[src/rtl/hist_pkg.sv]
package hist_pkg;

  typedef enum logic [1:0] {
    ST_IDLE,
    ST_UPDATE,
    ST_READ,
    ST_CLEAR
  } hist_state_e;

  typedef struct packed {
    logic captureEn;
    logic updateEn;
    logic clearEn;
    logic readEn;
  } hist_ctrl_t;

endpackage

[src/rtl/hist_binmap.sv]
module hist_binmap #(
  parameter int SAMPLE_W = 18,
  parameter int BINS     = 50
) (
  input  logic [SAMPLE_W-1:0]        sample,
  input  logic [SAMPLE_W-1:0]        lo,
  input  logic [SAMPLE_W-1:0]        hi,
  output logic [$clog2(BINS)-1:0]    binIdx
);

  localparam int IDX_W = $clog2(BINS);
  localparam int MUL_W = $clog2(BINS + 1);
  localparam int PW    = SAMPLE_W + MUL_W;

  logic [SAMPLE_W-1:0] offset;
  logic [SAMPLE_W-1:0] span;
  logic [SAMPLE_W-1:0] divisor;
  logic [PW-1:0]       prod;
  logic [PW-1:0]       quot;

  always_comb begin
    offset  = sample - lo;
    span    = hi - lo;
    divisor = (span == '0) ? SAMPLE_W'(1) : span;
    prod    = PW'(offset) * PW'(BINS);
    quot    = prod / PW'(divisor);
    if (sample < lo)
      binIdx = '0;
    else if (sample >= hi)
      binIdx = IDX_W'(BINS - 1);
    else
      binIdx = IDX_W'(quot);
  end

  // whatever the bounds, the index names a real bin
  always_comb begin
    a_r2_bin_range: assert (int'(binIdx) < BINS);
  end

endmodule

[src/rtl/hist_ctrl.sv]
module hist_ctrl
  import hist_pkg::*;
#(
  parameter int BINS = 50
) (
  input  logic                     clk,
  input  logic                     rstN,
  input  logic                     sampleValid,
  input  logic                     retrace,
  input  logic                     clearReq,
  input  logic                     readReq,
  output hist_ctrl_t               strobes,
  output logic [$clog2(BINS)-1:0]  idx,
  output logic                     busy
);

  localparam int IDX_W = $clog2(BINS);

  hist_state_e state;
  logic readPend;
  logic clearPend;
  logic taken;
  logic wantClear;
  logic wantRead;
  logic startClear;
  logic startRead;
  logic acceptOk;
  logic lastIdx;

  always_comb begin
    wantClear  = clearReq | clearPend;
    wantRead   = readReq | readPend;
    startClear = (state == ST_IDLE) && wantClear;
    startRead  = (state == ST_IDLE) && !wantClear && wantRead;
    acceptOk   = (state == ST_IDLE) && !wantClear && !wantRead &&
                 retrace && sampleValid && !taken;
    lastIdx    = (idx == IDX_W'(BINS - 1));
    strobes.captureEn = acceptOk;
    strobes.updateEn  = (state == ST_UPDATE);
    strobes.clearEn   = (state == ST_CLEAR);
    strobes.readEn    = (state == ST_READ);
    busy              = (state == ST_CLEAR);
  end

  always_ff @(posedge clk or negedge rstN) begin
    if (!rstN) begin
      state     <= ST_IDLE;
      idx       <= '0;
      readPend  <= 1'b0;
      clearPend <= 1'b0;
      taken     <= 1'b0;
    end else begin
      clearPend <= wantClear & ~startClear;
      readPend  <= wantRead & ~startRead;
      if (!retrace)
        taken <= 1'b0;
      else if (acceptOk)
        taken <= 1'b1;
      case (state)
        ST_IDLE: begin
          idx <= '0;
          if (startClear)
            state <= ST_CLEAR;
          else if (startRead)
            state <= ST_READ;
          else if (acceptOk)
            state <= ST_UPDATE;
        end
        ST_UPDATE: state <= ST_IDLE;
        ST_READ, ST_CLEAR: begin
          idx <= idx + 1'b1;
          if (lastIdx) begin
            state <= ST_IDLE;
            idx   <= '0;
          end
        end
        default: state <= ST_IDLE;
      endcase
    end
  end

  // a capture only ever happens on a valid sample inside retrace
  a_r4_accept_window: assert property (@(posedge clk) disable iff (!rstN)
    strobes.captureEn |-> (retrace && sampleValid));

  // once the clear sweep starts it does not stop after one cycle
  a_r9_busy_hold: assert property (@(posedge clk) disable iff (!rstN)
    $rose(busy) |=> busy);

  // a capture is always followed by the bin update, never by a readout
  a_r8_update_first: assert property (@(posedge clk) disable iff (!rstN)
    strobes.captureEn |=> (strobes.updateEn && !strobes.readEn));

endmodule

[src/rtl/hist_datapath.sv]
module hist_datapath
  import hist_pkg::*;
#(
  parameter int SAMPLE_W = 18,
  parameter int BINS     = 50,
  parameter int COUNT_W  = 16
) (
  input  logic                     clk,
  input  logic                     rstN,
  input  hist_ctrl_t               strobes,
  input  logic [$clog2(BINS)-1:0]  idx,
  input  logic [SAMPLE_W-1:0]      sampleData,
  input  logic [SAMPLE_W-1:0]      boundLo,
  input  logic [SAMPLE_W-1:0]      boundHi,
  output logic                     outValid,
  output logic [$clog2(BINS)-1:0]  outBin,
  output logic [COUNT_W-1:0]       outCount,
  output logic                     outLast
);

  localparam int IDX_W = $clog2(BINS);
  localparam logic [COUNT_W-1:0] MAX_COUNT = '1;

  logic [SAMPLE_W-1:0] sampleReg;
  logic [IDX_W-1:0]    binIdx;
  logic [COUNT_W-1:0]  binCount [BINS];
  logic [COUNT_W-1:0]  readWord;

  always_ff @(posedge clk or negedge rstN) begin
    if (!rstN)
      sampleReg <= '0;
    else if (strobes.captureEn)
      sampleReg <= sampleData;
  end

  hist_binmap #(
    .SAMPLE_W (SAMPLE_W),
    .BINS     (BINS)
  ) u_binmap (
    .sample (sampleReg),
    .lo     (boundLo),
    .hi     (boundHi),
    .binIdx (binIdx)
  );

  for (genvar gi = 0; gi < BINS; gi++) begin : g_bin
    logic incHit;
    logic clrHit;
    assign incHit = strobes.updateEn && (binIdx == IDX_W'(gi));
    assign clrHit = strobes.clearEn && (idx == IDX_W'(gi));

    always_ff @(posedge clk or negedge rstN) begin
      if (!rstN)
        binCount[gi] <= '0;
      else if (clrHit)
        binCount[gi] <= '0;
      else if (incHit && (binCount[gi] != MAX_COUNT))
        binCount[gi] <= binCount[gi] + 1'b1;
    end

    // a full bin stays full when hit again
    a_r6_saturate: assert property (@(posedge clk) disable iff (!rstN)
      (incHit && (binCount[gi] == MAX_COUNT)) |=> (binCount[gi] == MAX_COUNT));
  end

  always_comb begin
    readWord = '0;
    for (int k = 0; k < BINS; k++)
      if (idx == IDX_W'(k))
        readWord = binCount[k];
  end

  always_ff @(posedge clk or negedge rstN) begin
    if (!rstN) begin
      outValid <= 1'b0;
      outBin   <= '0;
      outCount <= '0;
      outLast  <= 1'b0;
    end else begin
      outValid <= strobes.readEn;
      outLast  <= strobes.readEn && (idx == IDX_W'(BINS - 1));
      if (strobes.readEn) begin
        outBin   <= idx;
        outCount <= readWord;
      end
    end
  end

  // consecutive readout items step through the bins in order
  a_r7_order: assert property (@(posedge clk) disable iff (!rstN)
    (outValid && $past(outValid)) |-> (outBin == $past(outBin) + 1'b1));

  // the last marker only accompanies the top bin
  a_r7_last: assert property (@(posedge clk) disable iff (!rstN)
    outLast |-> (outValid && (outBin == IDX_W'(BINS - 1))));

endmodule

[src/rtl/minmax_hist.sv]
module minmax_hist
  import hist_pkg::*;
#(
  parameter int SAMPLE_W = 18,
  parameter int BINS     = 50,
  parameter int COUNT_W  = 16
) (
  input  logic                     clk,
  input  logic                     rstN,
  input  logic                     sampleValid,
  input  logic [SAMPLE_W-1:0]      sampleData,
  input  logic [SAMPLE_W-1:0]      boundLo,
  input  logic [SAMPLE_W-1:0]      boundHi,
  input  logic                     retrace,
  input  logic                     clearReq,
  input  logic                     readReq,
  output logic                     outValid,
  output logic [$clog2(BINS)-1:0]  outBin,
  output logic [COUNT_W-1:0]       outCount,
  output logic                     outLast,
  output logic                     busy
);

  hist_ctrl_t strobes;
  logic [$clog2(BINS)-1:0] idx;

  hist_ctrl #(
    .BINS (BINS)
  ) u_ctrl (
    .clk         (clk),
    .rstN        (rstN),
    .sampleValid (sampleValid),
    .retrace     (retrace),
    .clearReq    (clearReq),
    .readReq     (readReq),
    .strobes     (strobes),
    .idx         (idx),
    .busy        (busy)
  );

  hist_datapath #(
    .SAMPLE_W (SAMPLE_W),
    .BINS     (BINS),
    .COUNT_W  (COUNT_W)
  ) u_dp (
    .clk        (clk),
    .rstN       (rstN),
    .strobes    (strobes),
    .idx        (idx),
    .sampleData (sampleData),
    .boundLo    (boundLo),
    .boundHi    (boundHi),
    .outValid   (outValid),
    .outBin     (outBin),
    .outCount   (outCount),
    .outLast    (outLast)
  );

endmodule

[config.mk]
export PLATFORM = sky130hd
export DESIGN_NAME = minmax_hist
export DESIGN_NICKNAME = d
export VERILOG_FILES = /design/src/rtl/hist_pkg.sv /design/src/rtl/hist_binmap.sv /design/src/rtl/hist_ctrl.sv /design/src/rtl/hist_datapath.sv /design/src/rtl/minmax_hist.sv
export SDC_FILE = /design/constraint.sdc
export NUM_CORES = 2
export LEC_CHECK = 0
export BUFFER_PORTS_ARGS = -buffer_cell sky130_fd_sc_hd__buf_2
export CAP_MARGIN = 25
export CELL_PAD_IN_SITES_DETAIL_PLACEMENT = 0
export CELL_PAD_IN_SITES_GLOBAL_PLACEMENT = 1
export CORE_MARGIN = 1.5
export CORE_UTILIZATION = 50
export DETAILED_ROUTE_END_ITERATION = 7
export GPL_ROUTABILITY_DRIVEN = 0
export HOLD_SLACK_MARGIN = 0.02
export PLACE_DENSITY = 0.93
export SYNTH_ARGS = -nofsm -noshare
export SYNTH_HDL_FRONTEND = slang
export SYNTH_SLANG_ARGS = --single-unit
export TNS_END_PERCENT = 10
[constraint.sdc]
create_clock -name clk -period 66.9 [get_ports clk]
set_input_delay 13.38 -clock clk [delete_from_list [all_inputs] [get_ports clk]]
set_output_delay 13.38 -clock clk [all_outputs]
set_load 0.005 [all_outputs]
# Yosys cells after proc, flatten, opt, wreduce, memory -nomap -nowiden
# Index checks and enable logic that the tools add are counted.
[totals]
reg_bits = 853
inputBits = 60
output_inout_bits = 25
elab_cells = 657
[op_classes]
n_addsub = 53
n_mul = 1
div_mod_pow = 1
order_cmp = 2
n_eq_ne = 154
muxes = 162
n_bitwise = 6
n_reduce_logical = 218
[op_table]
columns = ["op", "count"]
rows = [
  ["2-to-1 mux 16 bit", 150],
  ["adder 16 x 1 -> 16 bit, second input constant", 50],
  ["inequality test 16 bit, second input constant", 50],
  ["equality test 6 bit, second input constant", 36],
  ["equality test 6 x 5 -> 1 bit, second input constant", 32],
  ["logical AND 1 bit", 158],
  ["nonzero test 2 bit", 51],
  ["equality test 6 x 4 -> 1 bit, second input constant", 16],
  ["equality test 6 x 3 -> 1 bit, second input constant", 8],
  ["subtractor 18 bit", 2],
  ["divider 24 x 18 -> 24 bit", 1],
  ["equality test 6 x 2 -> 1 bit, second input constant", 4],
  ["multiplier 18 x 5 -> 23 bit, second input constant", 1],
  [">= comparator 18 bit", 1],
  ["zero test 18 bit", 1],
  ["< comparator 18 bit", 1],
  ["2-to-1 mux 18 bit", 1],
  ["2-to-1 mux 6 bit", 3],
  ["equality test 6 x 1 -> 1 bit, second input constant", 2],
  ["zero test 6 bit", 2],
  ["one-hot mux 6 bit (2 select lines)", 1],
  ["2-to-1 mux 2 bit", 4],
  ["adder 6 x 1 -> 6 bit, second input constant", 1],
  ["one-hot mux 2 bit (3 select lines)", 1],
  ["other kinds (12)", 20],
]

# Depth between registers and ports, before layout
[depth]
word_depth = 51
depth_mapped = 311
depth_no_buf = 285

# Cells and area by module
# From an unflattened synthesis, not the netlist that was laid out.
[unflattened]
cells_unflattened = 8407
area_unflattened_um2 = 69745.6
[by_module_without_submodules]
columns = ["module", "instances", "cells_per_inst", "area_per_inst_um2"]
rows = [
  ["hist_datapath", 1, 5614, 49779.0],
  ["hist_binmap", 1, 2734, 19356.1],
  ["hist_ctrl", 1, 59, 610.6],
]

# Worst setup path after synthesis
# No wires, ideal clock.
[synth_path]
kind = "input to register"
startpoint = "in boundLo[0]"
endpoint = "reg u_dp.binCount[377] in the netlist's numbering"
arrival_time_ps = 71991
path_slack_ps = -5157
stages = 280
path_cell_list = "ha_1 fa_1 nor2b_1 o21ai_0 a21boi_0 o21ai_0 a21boi_0 o21ai_0 a21boi_0 o21ai_0 a21boi_0 o21ai_0 a21boi_0 o21ai_0 nand2_1 xnor2_1 inv_1 ha_1 [... 244 more ...] a21o_1 a21o_1 a21oi_1 nor2b_1 o21ai_0 nand2b_1 a21oi_1 nor2b_1 o21ai_0 nand2b_1 a21oi_1 nand3_1 nor4_2 nand3_2 or4_4 buf_2 or4_1 nand2_1"
[synth_via]
elab_chain_cells = 10
elab_cells_between_ends = 13
[synth_rtl]
columns = ["element", "line_no", "rtl"]
rows = [
  ["start, declared", "minmax_hist.sv:12", "input logic [SAMPLE_W-1:0] boundLo,"],
  ["parallel branches: the longest is 5 deep, another holds divider 24 x 18 -> 24 bit", "--", ""],
  ["2-to-1 mux 6 bit *", "hist_binmap.sv:27", "if (sample < lo)"],
  ["equality test 6 x 5 -> 1 bit *", "hist_datapath.sv:49", "assign incHit = strobes.updateEn && (binIdx == IDX_W'(gi));"],
  ["logical AND 1 bit *", "hist_datapath.sv:49", ""],
  ["logical AND 1 bit *", "hist_datapath.sv:57", "else if (incHit && (binCount[gi] != MAX_COUNT))"],
  ["nonzero test 2 bit (no source line) *", "--", ""],
  ["end signal, assigned by index", "hist_datapath.sv:58", "binCount[gi] <= binCount[gi] + 1'b1;"],
  ["end, declared", "hist_datapath.sv:26", "logic [COUNT_W-1:0] binCount [BINS];"],
]
# Mark *: on every way between the ends.
# A chain may end at the register's enable or synchronous reset.

# Worst setup path in the final report
[layout_path]
startpoint = "in boundLo[0]"
endpoint = "reg u_dp.binCount[630] in the netlist's numbering"
[layout_via]
elab_chain_cells = 10
elab_cells_between_ends = 13
[layout_rtl]
columns = ["element", "line_no"]
rows = [
  ["parallel branches: the longest is 5 deep, another holds divider 24 x 18 -> 24 bit", "--"],
  ["2-to-1 mux 6 bit *", "hist_binmap.sv:27"],
  ["equality test 6 x 4 -> 1 bit *", "hist_datapath.sv:49"],
  ["logical AND 1 bit *", "hist_datapath.sv:49"],
  ["logical AND 1 bit *", "hist_datapath.sv:57"],
  ["nonzero test 2 bit (no source line) *", "--"],
]
# Marks and branches as above.

==> qor.yml <==
netlist.top_cell.by_area: "dfrtp_1"
synthXorXnorAreaFrac_pct: 3.42
die-height_um: 379
r2r_slack_ns: 13.11
overflow: 0
cts.sink_count: 853
reg2reg_to: "u_dp.binCount[630]$_DFFE_PN0P_"
grt_pass1_vias: 69577
antenna_found_initial: 2
met1_length_mm: 103
synth_top_family_by_area: "simple AND/OR/NAND/NOR gates"
die_area_mm2: 0.144
synth.area.top_cells: "dfrtp_1 (30%), ha_1 (7.9%), a21oi_1 (6.1%)"
crit_path_frequent_cell: "o21a_1"
yosysMostFrequentCell: "a21oi_1"
critPathArrivalTime_ns: 66.74
worst_path_max_delay_cell: "or4_1"
synth-edff-count: 0
drtIter0Drc: 10104
fin_crit_ns: 66.11
finalSetupViolCount: 0
synth_fa_ha_area_share_pct: 8.29
fin_skew_ns: 0.0364
worstPathRequired_ns: 67.53
hpwl_mm: 190
wire_per_inst_um: 23.9
routed.top_layer: "met5"
ys_ff_latch: 853
dr.pass1.iters: 6
muxShareOfSynthArea_pct: 2.37
syn_area_mm2: 0.0707
io_buffers: 84
maxCapViolations: 0
reg2regPathDepth: 268
syn_nets: 9443
wl_met3_mm: 26.1
maxSlewHeadroom_pct: 19.3
rsz0062_at_grt: "yes"
synth_seq_area_share_pct: 30.2
final_util_pct: 59.2
criticalPathCategory: "primary input to flop"
r2r_start: "u_dp.sampleReg[1]$_DFFE_PN0P_"
synth-warning-count: 0
initial_core_util_pct: 50.6
clk_latency_ns: 0.72
detail-route-antenna-nets: 0
synth_compound_area_share_pct: 25.4
critPathCaptureType: "flop"
wl_met2_mm: 119
crit_path_max_fanout: 10
yosys.area_share.simple_pct: 26.1
cts_max_path_buffers: 3
cts_tree: "done"
drc: 0
startpoint: "boundLo[0]"
cpPeakStageDelay_ns: 0.55
hold_path_depth: 2
syn2layout_area_growth_pct: 17.1
synthCells: 8923
wirelength_mm: 267
run_status: "completed"
cts_max_level: 3
tightestPinTransition_ns: 1.21
grt_max_degree: 111
synth_common_cells: "a21oi_1 (859), nand2_1 (855), dfrtp_1 (853), nor2_1 (715), o21ai_0 (637)"
rows: 137
grt_usage_pct: 34.8
grt_pass1_wl_mm: 397
synth.avg_cell_area_um2: 7.92
hold_viol_final: 0
via_count: 76868
yosysTopAreaCellShare_pct: 30.2
fp.coreArea_mm2: 0.140
via_per_inst: 6.87
drive_gt1_share_pct: 15.8
async_flop_share_pct: 100
fmax_ghz: 0.0151
die_w_um: 379
endpoint: "u_dp.binCount[630]$_DFFE_PN0P_"
ios: 85
cts_root_buf: "clkbuf_16"
min_period_over_period_pct: 98.8
final_nets: 9765
hp-class: "flop to flop"
report.final.slew_viol_count: 0
cts_made_buffers: 94
yosysUniqueCellTypes: 119
synth-main-ff-cell: "dfrtp_1"
startpoint_type: "primary input"
path_clk_slew_ns: 0.06
[state kept, by name (all words and copies together), names as in the netlist]
signal / count
u_dp.outBin: 6
u_dp.outLast: 1
u_ctrl.state: 2
u_dp.outValid: 1
u_ctrl.readPend: 1
u_ctrl.clearPend: 1
u_ctrl.taken: 1
u_dp.sampleReg: 18
u_dp.outCount: 16
u_dp.binCount: 800
u_ctrl.idx: 6
[logic make-up after synthesis]
kind of cell | after synthesis
AND/OR/NAND/NOR | 3626
AO/OA/AOI/OAI | 2809
flip-flops | 853
buffers and inverters | 746
adder cells (fa/ha/maj) | 460
XOR/XNOR | 276
multiplexers | 153
[worst min-delay path by stage]
stage / endpoint / slack, ns / startpoint
6_report: u_dp.outCount[1]$_DFFE_PN0P_ / 0.48 / u_dp.outCount[1]$_DFFE_PN0P_
5_1_grt: u_dp.outBin[5]$_DFFE_PN0P_ / 0.50 / u_dp.outBin[5]$_DFFE_PN0P_
4_1_cts: u_dp.outBin[5]$_DFFE_PN0P_ / 0.48 / u_dp.outBin[5]$_DFFE_PN0P_
3_5_place_dp: u_dp.outBin[5]$_DFFE_PN0P_ / 0.46 / u_dp.outBin[5]$_DFFE_PN0P_
3_3_place_gp: u_dp.outBin[5]$_DFFE_PN0P_ / 0.46 / u_dp.outBin[5]$_DFFE_PN0P_
2_1_floorplan: u_ctrl.taken$_DFFE_PN0P_ / 0.46 / u_ctrl.taken$_DFFE_PN0P_
[layer usage]
metal / track usage [%] / up-vias
li1: - / 34322
met1: 44.6 / 37040
met2: 54.3 / 4441
met3: 6.07 / 1063
met5: 0 / -
met4: 21.6 / 2
[metrics by stage]
stage	cells	hold slack (ns)	area, um^2	TNS, ns	setup WS, ns
floorplan	8923	0.455	71600	0	0.0163
global placement	10791	0.462	75300	-0.0524	-0.0333
detailed placement	10802	0.458	75400	-663.41	-1.16
CTS	10976	0.483	78600	0	0.0591
global route	11196	0.496	82800	-955.79	-1.47
finish	11197	0.479	82800	0	0.792
[cells in the final DEF (no fill, tap or decap), drive strengths merged, types with 44 or more instances in the layout]
cell,Yosys,final
a21oi,863,863
o21ai,652,652
a221oi,89,89
and2,77,77
nand2,855,855
o221ai,51,51
nor3,168,168
nand3,515,515
dfrtp,853,853
nand4,187,187
or4,228,229
clkbuf,314,143
o22ai,63,63
buf,114,642
o21a,101,101
mux2,104,104
a21o,117,117
a211oi,73,73
ha,446,446
nand2b,46,46
o31ai,184,184
inv,316,321
nor2,716,716
or2,49,50
and3,220,220
o211ai,181,181
a31oi,55,55
or3,402,403
xor2,135,135
a22oi,72,72
xnor2,141,141
and4,43,44
mux2i,49,49
[worst max-delay path, delay by kind of cell]
| kind | cells | cell delay (ns) |
|---|---|---|
| and+or+nand+nor | 69 | 13.41 |
| AOI/OAI and AO/OA | 137 | 24.69 |
| adders and majority gates | 30 | 8.87 |
| xor gates and xnor gates | 3 | 0.40 |
| buffers and inverters | 24 | 3.53 |
| muxes | 8 | 2.31 |
[cell type report]
class                           instances  area, um^2
Sequential cell                       853       21300
Inverter                              318        1200
Clock buffer                          136        2760
Multi-Input combinational cell       7328       49400
Clock inverter                         35         369
Antenna cell                            1        2.50
Timing Repair Buffer                  650        5380
Fill cell                           12375       57000
Tap cell                             1876        2350
[repair_timing]
item	4_1_cts	5_1_grt
endpoints found under the setup margin	788	800
pin swaps	3	319
hold buffers	0	0
buffers inserted	3	180
gates resized for setup	12	495
cloned	0	23
Power is left out: the tool's default activity adds up to more than one toggle a clock period on the data nets, which glitch-free logic cannot reach.
